==> config.mk <==
export PLATFORM = sky130hd
export DESIGN_NAME = rst_ctrl
export DESIGN_NICKNAME = d
export VERILOG_FILES = /design/src/rtl/rstc_pkg.sv /design/src/rtl/rstc_pin_filter.sv /design/src/rtl/rstc_watchdog.sv /design/src/rtl/rstc_stretch.sv /design/src/rtl/rst_ctrl.sv
export SDC_FILE = /design/constraint.sdc
export NUM_CORES = 1
export LEC_CHECK = 0
export BUFFER_PORTS_ARGS = -buffer_cell sky130_fd_sc_hd__buf_4
export CAP_MARGIN = 20
export CORE_MARGIN = 2
export CORE_UTILIZATION = 47
export DETAILED_ROUTE_END_ITERATION = 12
export PLACE_DENSITY = 0.81
export SLEW_MARGIN = 10
export SYNTH_ARGS = -nofsm -noshare
export SYNTH_HDL_FRONTEND = slang
export SYNTH_HIERARCHICAL = 1
export SYNTH_SLANG_ARGS = --single-unit
==> constraint.sdc <==
create_clock -name clk -period 2.75 [get_ports clk]
set_input_delay 0.55 -clock clk [delete_from_list [all_inputs] [get_ports clk]]
set_output_delay 0.55 -clock clk [all_outputs]
set_load 0.005 [all_outputs]
==> src/rtl/rstc_pkg.sv <==
package rstc_pkg;

    localparam int NSRC = 7;

    // Cause bit positions; a lower index wins when events coincide.
    localparam int C_POR  = 0;
    localparam int C_XRES = 1;
    localparam int C_WDT  = 2;
    localparam int C_SW   = 3;
    localparam int C_ALO  = 4;
    localparam int C_DLO  = 5;
    localparam int C_AHI  = 6;

    typedef logic [NSRC-1:0] cause_vec_t;

    // Packed so that the bit order matches the cause positions above.
    typedef struct packed {
        logic ahi;
        logic dlo;
        logic alo;
        logic sw;
        logic wdt;
        logic xres;
        logic por;
    } src_t;

    // Keep only the lowest set bit.
    function automatic cause_vec_t pick_first(cause_vec_t v);
        cause_vec_t neg;
        neg = (~v) + cause_vec_t'(1);
        return v & neg;
    endfunction

endpackage

==> src/rtl/rstc_pin_filter.sv <==
module rstc_pin_filter #(
    parameter int FILT_LEN = 4
) (
    input  logic clk,
    input  logic rst,
    input  logic pin_n,
    output logic active
);
    localparam int CW = $clog2(FILT_LEN + 1);

    logic          s1, s2;
    logic [CW-1:0] fcnt;

    always_ff @(posedge clk) begin
        if (rst) begin
            s1     <= 1'b1;
            s2     <= 1'b1;
            fcnt   <= '0;
            active <= 1'b0;
        end else begin
            s1 <= pin_n;
            s2 <= s1;
            if ((!s2) != active) begin
                if (fcnt == CW'(FILT_LEN - 1)) begin
                    active <= !s2;
                    fcnt   <= '0;
                end else begin
                    fcnt <= fcnt + 1'b1;
                end
            end else begin
                fcnt <= '0;
            end
        end
    end
endmodule

==> src/rtl/rstc_watchdog.sv <==
module rstc_watchdog #(
    parameter int WDT_W = 16
) (
    input  logic             clk,
    input  logic             rst,
    input  logic             hold,
    input  logic             kick,
    input  logic [WDT_W-1:0] period,
    output logic             bite
);
    logic [WDT_W-1:0] cnt;

    assign bite = !hold && !kick && (cnt == period);

    always_ff @(posedge clk) begin
        if (rst || hold || kick || bite) begin
            cnt <= '0;
        end else begin
            cnt <= cnt + 1'b1;
        end
    end
endmodule

==> src/rtl/rstc_stretch.sv <==
module rstc_stretch #(
    parameter int MIN_W = 8
) (
    input  logic clk,
    input  logic rst,
    input  logic req,
    output logic active
);
    localparam int CW = $clog2(MIN_W + 1);

    logic [CW-1:0] cnt;

    assign active = (cnt != '0);

    always_ff @(posedge clk) begin
        if (rst || req) begin
            cnt <= CW'(MIN_W);
        end else if (cnt != '0) begin
            cnt <= cnt - 1'b1;
        end
    end
endmodule

==> src/rtl/rst_ctrl.sv <==
module rst_ctrl
    import rstc_pkg::*;
#(
    parameter int           MIN_W    = 8,
    parameter int           FILT_LEN = 4,
    parameter int           WDT_W    = 16,
    parameter int           KEY_W    = 8,
    parameter logic [KEY_W-1:0] SW_KEY = 8'hA5
) (
    input  logic             clk,
    input  logic             por_req,
    input  logic             ext_rst_n,
    input  logic             wdt_en,
    input  logic             sleep_mode,
    input  logic             wdt_kick,
    input  logic [WDT_W-1:0] wdt_period,
    input  logic             ctl_wr,
    input  logic [KEY_W-1:0] ctl_wdata,
    input  logic             mon_alo,
    input  logic             mon_dlo,
    input  logic             mon_ahi,
    input  logic             alo_to_rst,
    input  logic             dlo_to_rst,
    input  logic             clr_wr,
    input  logic [NSRC-1:0]  clr_mask,
    output logic             sys_rst,
    output logic             irq,
    output logic [NSRC-1:0]  status
);
    logic       xres_act;
    logic       wdt_bite;
    logic       sw_hit;
    logic       rst_req;
    src_t       src;
    cause_vec_t src_v, src_q, rise, win;
    logic [2:0] irq_pend, irq_new, irq_clr;

    rstc_pin_filter #(.FILT_LEN(FILT_LEN)) u_pin (
        .clk    (clk),
        .rst    (por_req),
        .pin_n  (ext_rst_n),
        .active (xres_act)
    );

    rstc_watchdog #(.WDT_W(WDT_W)) u_wdt (
        .clk    (clk),
        .rst    (por_req),
        .hold   (sys_rst || !wdt_en || sleep_mode),
        .kick   (wdt_kick),
        .period (wdt_period),
        .bite   (wdt_bite)
    );

    assign sw_hit = ctl_wr && (ctl_wdata == SW_KEY);

    always_comb begin
        src.por  = por_req;
        src.xres = xres_act;
        src.wdt  = wdt_bite;
        src.sw   = sw_hit;
        src.alo  = mon_alo;
        src.dlo  = mon_dlo;
        src.ahi  = mon_ahi;
    end

    assign src_v = cause_vec_t'(src);
    assign rise  = src_v & ~src_q;
    assign win   = pick_first(rise);

    assign rst_req = por_req || xres_act || wdt_bite || sw_hit
                   || (mon_alo && alo_to_rst) || (mon_dlo && dlo_to_rst);

    rstc_stretch #(.MIN_W(MIN_W)) u_str (
        .clk    (clk),
        .rst    (por_req),
        .req    (rst_req),
        .active (sys_rst)
    );

    assign irq_new = {rise[C_AHI],
                      rise[C_DLO] && !dlo_to_rst,
                      rise[C_ALO] && !alo_to_rst};
    assign irq_clr = clr_wr ? clr_mask[C_AHI:C_ALO] : 3'b000;

    always_ff @(posedge clk) begin
        src_q <= src_v;
        if (por_req) begin
            status   <= cause_vec_t'(1) << C_POR;
            irq_pend <= '0;
        end else begin
            if (rise != '0) begin
                status <= win;
            end else if (clr_wr) begin
                status <= status & ~clr_mask;
            end
            irq_pend <= (irq_pend & ~irq_clr) | irq_new;
        end
    end

    assign irq = |irq_pend;
endmodule

Word-level counts from Yosys, hierarchy flattened
Cells that the tools add are included.

$lt $le $gt $ge: 0. Multiplexer cells: 3. Bitwise gates (word level): 10. Divide/modulo/power cells: 0. Add/sub/neg operators: 4. Reductions and logical operators: 30. Shift-type cells: 0. $mul: 0. Equality and inequality tests: 4.

Operators with widths (number): 7-bit bitwise AND (3); 7-bit NOT (3); 16-bit by 1-bit adder with 16-bit output, second input constant (1); 16-bit equality test (1); 7-bit two-way mux (2); 1-bit logical OR (11); 8-bit equality test, second input constant (1); 7-bit by 1-bit adder with 7-bit output, second input constant (1); 1-bit logical AND (7); 7-bit nonzero test (1); 1-bit zero test (6); 3-bit OR reduction (2); 4-bit nonzero test (1); 4-bit by 1-bit subtractor with 4-bit output, second input constant (1); 3-bit by 1-bit adder with 3-bit output, second input constant (1); 3-bit bitwise AND (1); 3-bit by 2-bit equality test with 1-bit output, second input constant (1); 3-bit two-way mux (1); 3-bit NOT (1); 3-bit bitwise OR (1); 2-bit AND reduction (1); 2-bit nonzero test (1); 1-bit != test (1); 1-bit NOT (1).

ROM bits: 0. Bits in registers: 43. Input port bits: 44. Word-level logic and storage cells: 60. Output and inout bits: 9. Memories: 0. Bits in latches: 0. Memory bits (writable): 0.

Logic depth before layout (Yosys ltp)
Gate-level depths: netlist (run 1).

Depth after elaboration: 11. Depth in mapped cells: 11. Depth with buffers taken out: 10.

Cells and area by module
The synthesis (run 1) kept the hierarchy.

Modules (own cells, without submodules): rstc_watchdog (seq. area each 320.3 um^2, cells an instance 105, instances 1, area an instance 973.4 um^2); rst_ctrl (seq. area each 320.3 um^2, cells an instance 68, instances 1, area an instance 698.2 um^2); rstc_stretch (seq. area each 80.1 um^2, cells an instance 20, instances 1, area an instance 214.0 um^2); rstc_pin_filter (seq. area each 120.1 um^2, cells an instance 17, instances 1, area an instance 209.0 um^2).

Least setup slack after synthesis (run 1)
OpenSTA, ideal clock, no wires.

Path kind: reg-to-reg. Start point: register u_str.cnt[0]. End point: register u_str.cnt[0]. Setup time: 121 ps. Arrival: 2821 ps. Stages on the path, launching flop included: 12. Path slack: -191 ps. Buffers on the path: 1. Required time: 2629 ps. Clock period less this slack: 2941 ps. Path through: dfxtp_1 -> inv_1 -> ha_1 -> or3b_4 -> or3b_1 -> nor3_1 -> buf_2 -> and2_1 -> nor3_1 -> o311ai_1 -> nor3b_1 -> mux2_2.

Word-level cells in the longest chain between the ends: 11. Elaborated cells between the ends (all ways): 12. Those cells by class: add/sub: 1; reduce/logical: 11.

RTL lines: start, declared (line rstc_stretch.sv:11) `logic [CW-1:0] cnt;`; start signal, assigned (line rstc_stretch.sv:17) `cnt <= CW'(MIN_W);`; start signal, assigned (line rstc_stretch.sv:19) `cnt <= cnt - 1'b1;`; 4-bit nonzero test (line rstc_stretch.sv:13) `assign active = (cnt != '0);`; net sys_rst (line rst_ctrl.sv:26) `output logic sys_rst,`; 1-bit logical OR (2 in series) (line rst_ctrl.sv:48) `.hold (sys_rst || !wdt_en || sleep_mode),`; 1-bit zero test (line rstc_watchdog.sv:13) `assign bite = !hold && !kick && (cnt == period);`; 1-bit logical AND (2 in series) (line rstc_watchdog.sv:13); net wdt_bite (line rst_ctrl.sv:31) `logic wdt_bite;`; 1-bit logical OR (2 in series) (line rst_ctrl.sv:70) `assign rst_req = por_req || xres_act || wdt_bite || sw_hit`; 1-bit logical OR (2 in series) (line rst_ctrl.sv:71) `|| (mon_alo && alo_to_rst) || (mon_dlo && dlo_to_rst);`; net rst_req (line rst_ctrl.sv:33) `logic rst_req;`; 1-bit logical OR (line rstc_stretch.sv:16) `if (rst || req) begin`.

The timed path passes the listed nets, and every way through them passes these cells. A chain may end at the register's enable or synchronous reset.

Worst setup path after layout (run 1)
Start point: register u_str.cnt[0]. End point: register u_wdt.cnt[7].

Word-level cells in the longest chain between the ends: 7. Elaborated cells between the ends (all ways): 9. Those cells by class: reduce/logical: 9.

RTL lines: 4-bit nonzero test (*) (line rstc_stretch.sv:13); 1-bit logical OR (*) (2 in series) (line rst_ctrl.sv:48); 1-bit zero test (line rstc_watchdog.sv:13); 1-bit logical AND (2 in series) (line rstc_watchdog.sv:13); 1-bit logical OR (*) (line rstc_watchdog.sv:16) `if (rst || hold || kick || bite) begin`; end signal, assigned (line rstc_watchdog.sv:19) `cnt <= cnt + 1'b1;`; end, declared (line rstc_watchdog.sv:11) `logic [WDT_W-1:0] cnt;`.

Every way passes the cells marked *; elsewhere a longest branch is shown, timed or not.

==> results of run 1 <==
## critical path: stages, from the launching register on
cell and delay, ns:
dfxtp_1 0.34, inv_1 0.09, ha_1 0.18, or3b_4 0.41, or3b_1 0.44, or3_1 0.61, a211oi_1 0.32
## logic make-up (layout without fill, tap and decap cells)
logic type,Yosys count,in the layout,synth area share (%)
AND/OR/NAND/NOR,80,80,25.51
AO/OA/AOI/OAI,35,35,13.80
buffers and inverters,15,69,3.644
XOR/XNOR,32,32,13.38
adder cells (fa/ha/maj),5,5,2.987
multiplexers,1,1,0.5376
flip-flops,42,42,40.14
## final timing paths
path / start / endpoint / slack [ns] / depth (start not counted)
worst max-delay path: u_str/cnt[0] / u_wdt/cnt[7] / 0.26 / 6
worst min register to register: u_pin/s1 / u_pin/s2 / 0.41 / 1
worst max register to register: u_str/cnt[0] / u_wdt/cnt[7] / 0.26 / 6
worst min-delay path: mon_ahi / src_q[6] / 0.37 / 1
## cell type report
cell class	instances	share of cell area, %
well taps	52	2.431
flip-flops and latches	42	31.42
clock buffers	6	3.086
clock inverters	2	2.244
multi-input cells	153	44.69
inverters	7	0.9818
repair buffers	54	15.15
## metrics by stage
stage                     instances  instance area, um^2  util, %  worst slack (ns)  hold WS (ns)
after detailed placement        308                 2526    58.42            0.1997        0.3968
after floorplan                 210                 2106        -           0.04161        0.3865
after global placement          308                 2526    58.42            0.2974        0.3907
after CTS                       316                 2669    61.72            0.1583        0.3575
final                           316                 2676    61.89            0.2586        0.3707
after global routing            316                 2676    61.89           0.02777        0.3562
## state kept, by name, summed over array words and instances (netlist names)
name          cells
u_pin/fcnt        3
src_q             6
u_pin/s2          1
u_str/cnt         4
irq_pend          3
u_wdt/cnt        16
status            7
u_pin/s1          1
u_pin/active      1
## cell usage after synthesis (2+ instances only)
cell type  number  area, um^2
nand4_1        12       75.07
nor2b_1         2       12.51
buf_2           4       20.02
nand3_1        11       55.05
or2_2           2       12.51
nand2_1         8       30.03
nor4b_2         2       30.03
a21boi_0        3       22.52
ha_1            5       62.56
nor2_1          6       22.52
nor3_1          7       35.03
or3_1           2       12.51
clkbuf_1        2       7.510
a211oi_1       17       127.6
a2bb2oi_1       2       17.52
a21oi_1         2       10.01
nand2b_1        5       31.28
dfxtp_1        42       840.8
o31ai_1         3       22.52
nand4_2         2       25.02
and4_1          2       17.52
nor4_1          7       43.79
inv_1           7       26.28
xor2_1          7       61.31
xnor2_1        25       219.0
buf_6           2       22.52
## metal layers
layer / wire length, um / up-vias / part of all wire, %
met1: 1937 / 793 / 44
met4: 59 / 0 / 1.3
met2: 2120 / 65 / 48
li1: - / 889 / -
met3: 296 / 7 / 6.7
met5: 0 / - / 0
## power by group
group	internal [mW]	leakage (nW)	switching (mW)
registers	0.621	0.342	0.00871
logic	0.0816	0.557	0.0558
clock network	0.387	0.0714	0.207
total	1.09	0.970	0.271
==> results.tsv, run 1 <==
metric	value	unit
portBuffers	52	
dieArea	5006	um^2
ctsHoldBuffers	0	
grt_use_met2	31.05	%
cp-end-kind	flip-flop	
cts_resized	0	
vias	1754	
setup_violations	0	
drc	0	
root_buffer	clkbuf_8	
finalCritPeriodShare	90.59	%
nNetsFinal	312	
final_common_cell	buf_4	
most-common-layout-cells	54 x buf_4, 42 x dfxtp_1, 25 x xnor2_1, 17 x a211oi_1, 12 x nand4_1	
tightest_slew	0.5576	ns
slew_viol_final	0	
syn_to_final_growth	27.78	%
fin_crit	2.491	ns
core	4324	um^2
maxSlewHeadroom	62.83	%
cts_buffer_depth	2	
peakVddDrop	0.3487	mV
crit_type	reg -> reg	
power_density	508.6	nW/um^2
total_power	1.361	mW
antenna_found_initial	0	
yosys_warnings	6	
critical_path_arrival	2.70	ns
multiInputGateArea	1196	um^2
ant_nets	0	
status	completed	
grt_use_met3	5.556	%
finalHoldViolCount	0	
initial_core_util	48.44	%
io_pins	53	
critPathRequiredTime	2.96	ns
drive_gt1_share	29.55	%
fillCellCount	384	
syn_area_per_cell	9.974	um^2
ys_seq_area_share	40.14	%
postCtsSetupBuffers	0	
first_pass_iters	4	
top_usage_layer	met2	
syn_nets	259	
async_flop_share	0	%
hpwl	3427	um
regArea	840.8	um^2
grt_pass1_wl	7686	um
power_leakage	0.9705	nW
synth_edf_count	0	
rows	24	
viasPerCell	5.551	
grt_max_degree	18	
max_freq	401.4	MHz
rsz0062_at_grt	false	
synth_cells	210	
synth-seq-cells	42	
hp-class	in -> reg	
synth_area	2095	um^2
tns	0	ns
drt_iter0_markers	125	
clk_latency	0.30	ns
path_max_fanout	16	
wl	4413	um
fin_skew	0.008463	ns
clk_pin_slew	0.08	ns
grt_pass1_vias	1697	
start_kind	flip-flop	
die_y	70.76	um
diodes	0	
die_w	70.76	um
cts_made_buffers	5	
drt-wirelength-per-cell	13.97	um
cts.sinks	42	
max_cap_violations	0	
place.gp.congestion	0.9219	
grt.overflow.total	0	
cts_tree	built	
ys_types	47	
ys.flop_type	dfxtp_1	
grtUsageTotal	19.06	%
use_met1	24.42	%
htree_levels	2	
(Power assumes the default switching activity.)
==> run 2: changes to the inputs <==
--- a/config.mk
+++ b/config.mk
@@ -5,12 +5,13 @@
 export SDC_FILE = /design/constraint.sdc
 export NUM_CORES = 1
 export LEC_CHECK = 0
+export ABC_AREA = 1
 export BUFFER_PORTS_ARGS = -buffer_cell sky130_fd_sc_hd__buf_4
-export CAP_MARGIN = 20
 export CORE_MARGIN = 2
-export CORE_UTILIZATION = 47
+export CORE_UTILIZATION = 48
 export DETAILED_ROUTE_END_ITERATION = 12
 export PLACE_DENSITY = 0.81
+export SETUP_SLACK_MARGIN = 0.4
 export SLEW_MARGIN = 10
 export SYNTH_ARGS = -nofsm -noshare
 export SYNTH_HDL_FRONTEND = slang
==> run 2 against run 1 <==
  * Count of clock-buffer cells in the layout fell by 1
  * Combinational power increased by 38%
  * Largest power group unchanged
  * Critical endpoint is now status[4]
  * Global-route usage down 0.97 points
  * Register-to-register slack improved by 0.21 ns
==> results.tsv, run 2 <==
metric	value	unit
cts.sinks	43	
htree_levels	2	
grt.overflow.total	0	
hpwl	3608	um
critical_path_arrival	2.49	ns
top_register	u_wdt/cnt	
hold_ws	0.3558	ns
rows	25	
power_leakage	1.403	nW
drive_gt1_share	27.89	%
drt-wirelength-per-cell	10.75	um
synth_top_area_share	37.05	%
min_from	mon_ahi	
cp-end-kind	flip-flop	
die_w	73.58	um
crit_type	reg -> reg	
synth_edf_count	0	
grt_pass1_vias	1844	
ys.flop_type	dfxtp_1	
place.gp.congestion	0.8580	
hold_path_end	src_q[6]	
ys_seq_area_share	37.05	%
setup_violations	0	
wl	4858	um
drt_iter0_markers	59	
place_inst	433	
io_pins	53	
tns	0	ns
synthTopCellsByArea	dfxtp_1 37%, nand2_1 13%, inv_1 8.9%, nor2_1 7.6%, xor2_1 3.8%	
ys_types	29	
finalHoldViolCount	0	
max_freq	437.6	MHz
ctsHoldBuffers	0	
drc	0	
dpl-instance-area	2781	um^2
synth_area	2323	um^2
max_cap_violations	0	
ant_nets	0	
core	4692	um^2
final_common_cell	nand2_1	
r2r_end	status[4]	
clk_pin_slew	0.08	ns
yosys_warnings	6	
start_kind	flip-flop	
yosys.area.top_type	dfxtp_1	
fillCellCount	411	
portBuffers	52	
stdcell_area	3003	um^2
dieArea	5413	um^2
syn_to_final_growth	29.24	%
clk_latency	0.30	ns
largest_reg_flops	16	
hp-class	in -> reg	
maxSlewHeadroom	78.16	%
cts_made_buffers	5	
syn_nets	378	
grt_pass1_wl	7610	um
power_density	442.6	nW/um^2
reg_top3	u_wdt/cnt: 16 flops, src_q: 7 flops, status: 7 flops	
first_pass_iters	4	
grt_max_degree	19	
initial_core_util	49.52	%
instances_no_fill	452	
synth_common_cells	79 x nand2_1, 55 x inv_1, 47 x nor2_1, 43 x dfxtp_1, 15 x nand3_1	
rsz0062_at_grt	true	
yosysMostFrequentCell	nand2_1	
viasPerCell	4.754	
grtUsageTotal	18.09	%
antenna_found_initial	0	
nNetsFinal	446	
critPathRequiredTime	2.95	ns
pre_cts_slack	0.2112	ns
min_path_cells	1	
syn_area_per_cell	7.062	um^2
reg2regPathDepth	20	
peakVddDrop	0.2430	mV
most-common-layout-cells	76 x nand2_1, 63 x buf_4, 51 x inv_1, 44 x nor2_1, 42 x dfxtp_1	
synth-seq-cells	43	
ff2ff_setup_slack	0.46	ns
cts_buffer_depth	2	
status	completed	
tightest_slew	0.3265	ns
async_flop_share	0	%
fin_ws	0.4646	ns
finalCritPeriodShare	83.11	%
fin_crit	2.285	ns
root_buffer	clkbuf_8	
cts_tree	built	
diodes	0	
path_max_fanout	5	
fin_skew	0.007394	ns
slew_viol_final	0	
synth_cells	329	
die_y	73.58	um
reg2reg_from	u_str/cnt[0]	
vias	2149	
## run 2: cell count changes in the layout (fill, tap and decap cells not counted), moves of 7 or more
cell	previous run	this run
nand2_1	8	76
inv_1	7	51
nor2_1	6	44
a211oi_1	17	0
xnor2_1	25	8
buf_4	54	63
nand2_2	0	8
nor2_2	0	7
nor4_1	7	0
## run 2: cell type report
class / instances / area (um^2) / area share [%]
Clock buffer: 5 / 68.82 / 2.292
Tap cell: 54 / 67.56 / 2.250
Sequential cell: 43 / 862.1 / 28.71
Timing Repair Buffer: 63 / 473.0 / 15.75
Clock inverter: 3 / 43.79 / 1.458
Inverter: 57 / 214.0 / 7.125
Multi-Input combinational cell: 227 / 1274 / 42.42
## run 2: worst max path at each step
stage                end         start  slack, ns
6_report       status[4]  u_str/cnt[0]       0.46
5_1_grt        status[6]  u_str/cnt[0]       0.30
4_1_cts        status[4]  u_str/cnt[1]       0.40
3_5_place_dp   status[4]  u_str/cnt[0]       0.21
3_3_place_gp   status[6]  u_str/cnt[0]       0.32
2_1_floorplan  status[6]  u_str/cnt[0]       0.41
## run 2: worst max-delay path, cell delays in order, from the launching register on
cell and delay [ns]:
dfxtp_2 0.33, inv_2 0.09, ha_4 0.16, nand2_2 0.06, or3b_4 0.38, nor2_2 0.13, nand2_1 0.05, nor2_1 0.08
nand2_1 0.07, nor2_2 0.10, nand3_2 0.09, inv_2 0.08, inv_2 0.04, nor2_4 0.12, nor2_4 0.06, nand2_1 0.07
inv_2 0.06, nand2_1 0.06, nand2_1 0.05, inv_1 0.06, nor2_1 0.04
## run 2: stage by stage
stage | utilization [%] | total power [mW]
floorplan | - | 0.7555
global placement | 59.28 | 0.8350
detailed placement | 59.28 | 0.8392
CTS | 62.00 | 1.330
global route | 64.00 | 1.386
finish | 64.00 | 1.329
## run 2: cells by family after synthesis
family          synth area share, %
fa+ha+maj                     2.693
buf+inv                       9.855
xor+xnor                      6.785
simple gates                  38.77
flops                         37.05
compound gates                4.846
## run 2: routing by layer
| layer | global-route usage, % | up-vias | routed length, um |
|---|---|---|---|
| met3 | 4.390 | 8 | 292 |
| met2 | 30.56 | 66 | 2278 |
| met5 | 0 | - | 0 |
| met4 | 6.667 | 0 | 96 |
| li1 | - | 1145 | - |
| met1 | 22.26 | 930 | 2190 |
## run 2: what timing repair did
action / 4_1_cts / 5_1_grt
setup buffers: 1 / 10
gates resized for setup: 5 / 8
setup endpoints to repair: 7 / 11
pin swaps: 0 / 14
## run 2: report_power, final
group          switching [mW]  total, mW  internal (mW)
logic                  0.0868      0.189          0.103
registers              0.0109      0.650          0.639
clock network           0.219      0.490          0.270
total                   0.317       1.33           1.01
